[config.mk]
export PLATFORM = sky130hd
export DESIGN_NAME = cfg_key_gate
export DESIGN_NICKNAME = d
export VERILOG_FILES = /design/src/rtl/cfg_key_pkg.sv /design/src/rtl/cfg_key_ctrl.sv /design/src/rtl/cfg_key_dp.sv /design/src/rtl/cfg_key_gate.sv
export SDC_FILE = /design/constraint.sdc
export NUM_CORES = 1
export LEC_CHECK = 0
export ABC_AREA = 1
export BUFFER_PORTS_ARGS = -buffer_cell sky130_fd_sc_hd__buf_2
export CORE_AREA = 2 2 65 67
export CTS_BUF_LIST = sky130_fd_sc_hd__clkbuf_8
export CTS_CLUSTER_SIZE = 14
export DETAILED_ROUTE_END_ITERATION = 10
export DIE_AREA = 0 0 67 69
export PLACE_DENSITY = 0.56
export SETUP_SLACK_MARGIN = 0.4
export SLEW_MARGIN = 20
export SYNTH_ARGS = -nofsm -noshare
export SYNTH_HDL_FRONTEND = slang
export SYNTH_SLANG_ARGS = --single-unit
[constraint.sdc]
create_clock -name clk -period 4.5 [get_ports clk]
set_clock_uncertainty 0.15 [all_clocks]
set_input_delay 0.675 -clock clk [delete_from_list [all_inputs] [get_ports clk]]
set_output_delay 0.675 -clock clk [all_outputs]
set_load 0.005 [all_outputs]
[src/rtl/cfg_key_pkg.sv]
package cfg_key_pkg;
  localparam int BYTE_W = 8;
  localparam logic [BYTE_W-1:0] ADDR_KEY_DEF  = 8'h1E;
  localparam logic [BYTE_W-1:0] ADDR_SEL_DEF  = 8'h18;
  localparam logic [BYTE_W-1:0] ADDR_DATA_DEF = 8'h22;
  localparam logic [BYTE_W-1:0] SEL_IFCTRL    = 8'h01;

  typedef struct packed {
    logic loadSel;
    logic loadData;
  } ctlStrobes_t;
endpackage

[src/rtl/cfg_key_ctrl.sv]
module cfg_key_ctrl
  import cfg_key_pkg::*;
#(
  parameter int ADDR_W = 8,
  parameter int DATA_W = 8,
  parameter int KEY_LEN = 3,
  parameter logic [KEY_LEN*DATA_W-1:0] KEY_SEQ = 24'hA0_50_00,
  parameter logic [ADDR_W-1:0] KEY_ADDR = ADDR_KEY_DEF,
  parameter logic [ADDR_W-1:0] SEL_ADDR = ADDR_SEL_DEF,
  parameter logic [ADDR_W-1:0] DATA_ADDR = ADDR_DATA_DEF
) (
  input  logic              clk,
  input  logic              rstN,
  input  logic [ADDR_W-1:0] busAddr,
  input  logic [DATA_W-1:0] busWdata,
  input  logic              busWe,
  output ctlStrobes_t       strobes,
  output logic              unlocked
);
  localparam int STEP_W = $clog2(KEY_LEN + 1);
  localparam logic [STEP_W-1:0] STEP_OPEN = STEP_W'(KEY_LEN);

  logic [DATA_W-1:0] keyBytes [KEY_LEN];
  logic [STEP_W-1:0] keyStep, keyStepNext;
  logic [DATA_W-1:0] expectByte;
  logic hitKey, hitSel, hitData;

  for (genvar g = 0; g < KEY_LEN; g++) begin : g_key
    assign keyBytes[g] = KEY_SEQ[g*DATA_W +: DATA_W];
  end

  assign hitKey  = (busAddr == KEY_ADDR);
  assign hitSel  = (busAddr == SEL_ADDR);
  assign hitData = (busAddr == DATA_ADDR);
  assign unlocked = (keyStep == STEP_OPEN);

  always_comb begin
    expectByte = keyBytes[0];
    for (int i = 0; i < KEY_LEN; i++) begin
      if (keyStep == STEP_W'(i)) expectByte = keyBytes[i];
    end
  end

  always_comb begin
    keyStepNext = keyStep;
    if (busWe) begin
      if (hitKey) begin
        if (!unlocked && busWdata == expectByte) keyStepNext = keyStep + STEP_W'(1);
        else if (busWdata == keyBytes[0])        keyStepNext = STEP_W'(1);
        else                                     keyStepNext = '0;
      end else if (!(hitSel || hitData)) begin
        keyStepNext = '0;
      end
    end
  end

  always_ff @(posedge clk or negedge rstN) begin
    if (!rstN) keyStep <= '0;
    else       keyStep <= keyStepNext;
  end

  always_comb begin
    strobes.loadSel  = busWe && hitSel;
    strobes.loadData = busWe && hitData && unlocked;
  end
endmodule

[src/rtl/cfg_key_dp.sv]
module cfg_key_dp
  import cfg_key_pkg::*;
#(
  parameter int ADDR_W = 8,
  parameter int DATA_W = 8,
  parameter logic [ADDR_W-1:0] SEL_ADDR = ADDR_SEL_DEF,
  parameter logic [DATA_W-1:0] CTRL_CODE = SEL_IFCTRL,
  parameter logic [DATA_W-1:0] DISABLE_VAL = 8'h00,
  parameter logic [DATA_W-1:0] CTRL_RESET = 8'h80
) (
  input  logic              clk,
  input  logic              rstN,
  input  logic [ADDR_W-1:0] busAddr,
  input  logic [DATA_W-1:0] busWdata,
  input  ctlStrobes_t       strobes,
  output logic [DATA_W-1:0] rdData,
  output logic              i2cDisable
);
  logic [DATA_W-1:0] selReg;
  logic [DATA_W-1:0] ctrlReg;
  logic loadCtrl;

  assign loadCtrl = strobes.loadData && (selReg == CTRL_CODE);

  always_ff @(posedge clk or negedge rstN) begin
    if (!rstN) begin
      selReg  <= '0;
      ctrlReg <= CTRL_RESET;
    end else begin
      if (strobes.loadSel) selReg  <= busWdata;
      if (loadCtrl)        ctrlReg <= busWdata;
    end
  end

  assign rdData     = (busAddr == SEL_ADDR) ? selReg : '0;
  assign i2cDisable = (ctrlReg == DISABLE_VAL);
endmodule

[src/rtl/cfg_key_gate.sv]
module cfg_key_gate
  import cfg_key_pkg::*;
#(
  parameter int ADDR_W = 8,
  parameter int DATA_W = 8,
  parameter int KEY_LEN = 3,
  parameter logic [KEY_LEN*DATA_W-1:0] KEY_SEQ = 24'hA0_50_00,
  parameter logic [ADDR_W-1:0] KEY_ADDR = ADDR_KEY_DEF,
  parameter logic [ADDR_W-1:0] SEL_ADDR = ADDR_SEL_DEF,
  parameter logic [ADDR_W-1:0] DATA_ADDR = ADDR_DATA_DEF,
  parameter logic [DATA_W-1:0] CTRL_CODE = SEL_IFCTRL,
  parameter logic [DATA_W-1:0] DISABLE_VAL = 8'h00,
  parameter logic [DATA_W-1:0] CTRL_RESET = 8'h80
) (
  input  logic              clk,
  input  logic              rstN,
  input  logic [ADDR_W-1:0] busAddr,
  input  logic [DATA_W-1:0] busWdata,
  input  logic              busWe,
  output logic [DATA_W-1:0] rdData,
  output logic              i2cDisable
);
  ctlStrobes_t strobes;
  logic unlocked;

  cfg_key_ctrl #(
    .ADDR_W(ADDR_W), .DATA_W(DATA_W), .KEY_LEN(KEY_LEN), .KEY_SEQ(KEY_SEQ),
    .KEY_ADDR(KEY_ADDR), .SEL_ADDR(SEL_ADDR), .DATA_ADDR(DATA_ADDR)
  ) u_ctrl (
    .clk(clk), .rstN(rstN), .busAddr(busAddr), .busWdata(busWdata),
    .busWe(busWe), .strobes(strobes), .unlocked(unlocked)
  );

  cfg_key_dp #(
    .ADDR_W(ADDR_W), .DATA_W(DATA_W), .SEL_ADDR(SEL_ADDR), .CTRL_CODE(CTRL_CODE),
    .DISABLE_VAL(DISABLE_VAL), .CTRL_RESET(CTRL_RESET)
  ) u_dp (
    .clk(clk), .rstN(rstN), .busAddr(busAddr), .busWdata(busWdata),
    .strobes(strobes), .rdData(rdData), .i2cDisable(i2cDisable)
  );
endmodule

After elaboration in Yosys (flattened, before gate mapping). Index checks and enable logic that the tools add are counted.

Muxes and demuxes: 7. Add/subtract/negate cells: 1. Equal/unequal tests: 9. Reduce and logical (&&, ||, !) cells: 10.

Operators by type and width (count): 8-bit by 5-bit == test with 1-bit output, second input constant (2); 8-bit logical NOT (2); 8-bit two-way mux (2); 8-bit by 1-bit == test with 1-bit output, second input constant (1); 8-bit by 6-bit == test with 1-bit output, second input constant (1); 8-bit == test (1); 7-bit two-way mux (1); 2-bit two-way mux (3); 1-bit logical AND (5); 2-bit == test, second input constant (2); 2-bit by 1-bit adder with 2-bit output, second input constant (1); 2-bit by 1-bit == test with 1-bit output, second input constant (1); 2-bit by 1-bit inequality test with 1-bit output, second input constant (1); 2-bit AND reduction (1); 1-bit logical NOT (1); 1-bit logical OR (1); 1-bit two-way mux (1).

Output and inout bits: 9. Register bits after elaboration: 18. Input bits: 19.

Logic depth before layout (Yosys ltp).
Depth after elaboration: 7. Gate-level depth with buffers: 9.

Cells and area by module. From an unflattened synthesis, not the netlist that was laid out.

Cells, all modules: 160. Area total of the unflattened synthesis: 1157.4 sq um.

By module, submodules not included: cfg_key_dp (cells each 100, times used 1, area each 822.0 sq um); cfg_key_ctrl (cells each 60, times used 1, area each 335.3 sq um).

Worst setup path after synthesis. OpenSTA, ideal clock, no wires.

Path kind: input to output. Start point: in busAddr[0]. End point: out rdData[0]. Path buffers: 1. Arrival: 1226 ps. Slack: 2449 ps. Required time: 3675 ps. Stages on the path: 4. Cell sequence: nor2_1 nand4_2 buf_2 nor2_1.

Longest elaborated chain between the ends: 2.

Ends and longest elaborated chain: from (decl) (RTL line cfg_key_gate.sv:17) `input logic [ADDR_W-1:0] busAddr,`; 8-bit by 5-bit == test with 1-bit output (RTL line cfg_key_dp.sv:35) `assign rdData = (busAddr == SEL_ADDR) ? selReg : '0;`; 8-bit two-way mux (RTL line cfg_key_dp.sv:35); to (decl) (RTL line cfg_key_gate.sv:20) `output logic [DATA_W-1:0] rdData,`.

No other way between the ends.

Final worst setup path.
Start point: in busAddr[7]. End point: out rdData[5].

Same word-level chain as after synthesis.

==> metrics.yaml <==
outcome:
  status: "completed"
timing:
  hold_viol: 0
  worst_slew_pin_slew_ps: 414
  tns_ps: 0
  finalCritPeriodShare_pct: 52.6
  fmax_mhz: 422
  setup_viol: 0
  fin_crit_ps: 2370
  rsz0062_at_grt: "no"
  relSlewSlack_pct: 72.4
  final-max-slew-violation-count: 0
power_and_ir_drop:
  p_seq_share_pct: 50.3
  power_switching_mw: 0.0795
  ir_drop_uv: 133
  p_int_mw: 0.258
  switching_share_pct: 23.5
  pwr_density_cell_nw_per_um2: 258
  p_leak_nw: 0.710
  comb_power_share_pct: 10.8
  clkPwrFrac_pct: 38.9
setup_path:
  worstPathCellList: "buf_2, nor2_2, nand4_2, nor2_1, buf_2"
  slowest_delay_ps: 300
  crit_family: "simple AND/OR/NAND/NOR gates"
  rr_worst_depth: 6
  cp.arrival_ps: 1540
  path_depth: 5
  path_max_fanout: 11
  crit_required_ps: 3670
  cp_slowest_cell: "nand4_2"
  r2r-start: "u_ctrl.keyStep[0]"
  crit_type: "in2out"
  reg2reg_slack_ps: 2810
  cp_num_buf_inv: 2
  crit_path_start_kind: "primary input"
  r2r-end: "u_dp.ctrlReg[3]"
  endpoint_kind: "output pin"
  path_common_cell: "buf_2"
routing:
  routed_wl_mm: 2.22
  drc: 0
  final_antenna_net_count: 0
  wl_per_cell_um: 10.1
  first_iter_violations: 23
  via_per_inst: 4.16
  num_vias: 920
  first_pass_iters: 4
cells_and_area:
  area_delta_synth_final_pct: 20.8
  postLayoutCoreUtil_pct: 33.5
  diodes: 0
  drive_gt1_share_pct: 32.2
  fillCellCount: 453
  nNetsFinal: 194
clocking:
  clk_latency_ps: 250
  cts_root_buf: "clkbuf_8"
  cts_buffer_depth: 2
  postCtsSetupBuffers: 0
  ctsHoldBuffers: 0
  htree_levels: 1
  ctsResizeCount: 0
  cts_buffers: 3
  path_clk_slew_ps: 70
  cts_tree: "done"
  clkSinkCount: 18
floorplan:
  initial_core_util_pct: 27.7
  die_y_um: 69
  io_pins: 28
  rows: 23
  core_area_um2: 3910
  die_area_um2: 4620
  die_w_um: 67
logic_synthesis:
  yosys_warnings: 0
  ys_ff_latch: 18
  ys_seq_area_share_pct: 41.6
  syn_area_um2: 1080
  synth.avg_cell_area_um2: 7.59
  syn-num-nets: 165
  synth.distinct_cells: 20
  yosysTopAreaCellShare_pct: 39.2
  yosysTopAreaCell: "dfrtp_1"
  netlist_instances: 143
  synth_area_leaders: "dfrtp_1 39%, nand2_1 11%, inv_1 8.3%"
global_routing:
  grt.total_usage_pct: 10.6
  grt_pass1_wl_mm: 3.89
  antenna_found_initial: 0
  overflow: 0
  grt_pass1_vias: 886
  grt_max_degree: 19
place:
  dp_hpwl_mm: 1.76
  routabilityCongestion: 0.816
  io_buffers: 27
job:
  drv_cap: 0
worst_hold_path:
  hold_class: "in2async"
==> registers in the layout (all words and copies together), names as in the netlist <==
signal	cells
u_dp.selReg	8
u_ctrl.keyStep	2
u_dp.ctrlReg	8
==> metal layers <==
metal | track usage [%] | part of all wire [%] | vias up
met2 | 17.5 | 47 | 17
met4 | 4.08 | 1.0 | 0
li1 | - | - | 500
met5 | 0 | 0 | -
met3 | 2.12 | 3.8 | 2
met1 | 13.4 | 48 | 401
==> synth_stat cells, drive strengths merged <==
library cell  count
o21ai            17
dfstp             1
nor4              1
nand3             6
nor2             26
inv              28
ha                3
nand2            33
nor3              1
buf               3
dfrtp            17
nand4             7
==> worst max path at each step <==
| stage | slack (ps) | end | startpoint |
|---|---|---|---|
| after floorplan | 2450 | rdData[0] | busAddr[0] |
| after global placement | 2120 | rdData[5] | busAddr[7] |
| after detailed placement | 2110 | rdData[5] | busAddr[7] |
| after CTS | 2110 | rdData[6] | busAddr[7] |
| after global routing | 2010 | rdData[3] | busAddr[7] |
| final | 2130 | rdData[5] | busAddr[7] |
==> cells by family (layout without fill, tap and decap cells) <==
group / after synthesis / in the layout / share of synthesized area [%]
compound gates: 17 / 17 / 10.6
buf+inv: 31 / 59 / 12.2
flops: 18 / 18 / 41.6
simple gates: 74 / 74 / 32.1
fa+ha+maj: 3 / 3 / 3.46
==> cell type report <==
type                    instances  area [µm²]  area share [%]
multi-input cells              94         500            38.2
clock buffers                   4        55.1            4.20
well taps                      50        62.6            4.78
flip-flops and latches         18         452            34.5
repair buffers                 27         135            10.3
inverters                      28         105            8.02
==> cells in the final DEF (no fill, tap or decap), types with 4 or more instances in the layout <==
master / n
nand2_1: 31
inv_1: 24
buf_2: 27
nand4_1: 6
o21ai_1: 9
clkbuf_8: 4
o21ai_2: 8
nor2_2: 5
inv_2: 4
dfrtp_1: 17
nor2_1: 20
nand3_1: 4
==> power groups by stage <==
stage	Clock [mW]	Combinational [mW]	Sequential [mW]
global route	0.145	0.0424	0.170
finish	0.131	0.0365	0.170
global placement	0	0.0369	0.173
detailed placement	0	0.0372	0.173
floorplan	0	0.0182	0.173
CTS	0.139	0.0374	0.170
==> stage by stage <==
stage	std cells	power, mW	setup WS [ps]	hold slack (ps)	instance area, µm²
2_1_floorplan	143	0.191	2450	229	1080
3_3_place_gp	217	0.210	2120	318	1250
3_5_place_dp	217	0.210	2110	324	1250
4_1_cts	221	0.346	2110	215	1310
5_1_grt	221	0.358	2010	218	1310
6_report	221	0.338	2130	198	1310
==> worst register-to-register path: stages, from the launching register on <==
cell and delay [ps]:
dfrtp_1 410, ha_1 200, nand4_1 90, nor2_1 130, nand3_2 340, nand2_1 200, o21ai_2 60
(Power assumes the default switching activity.)
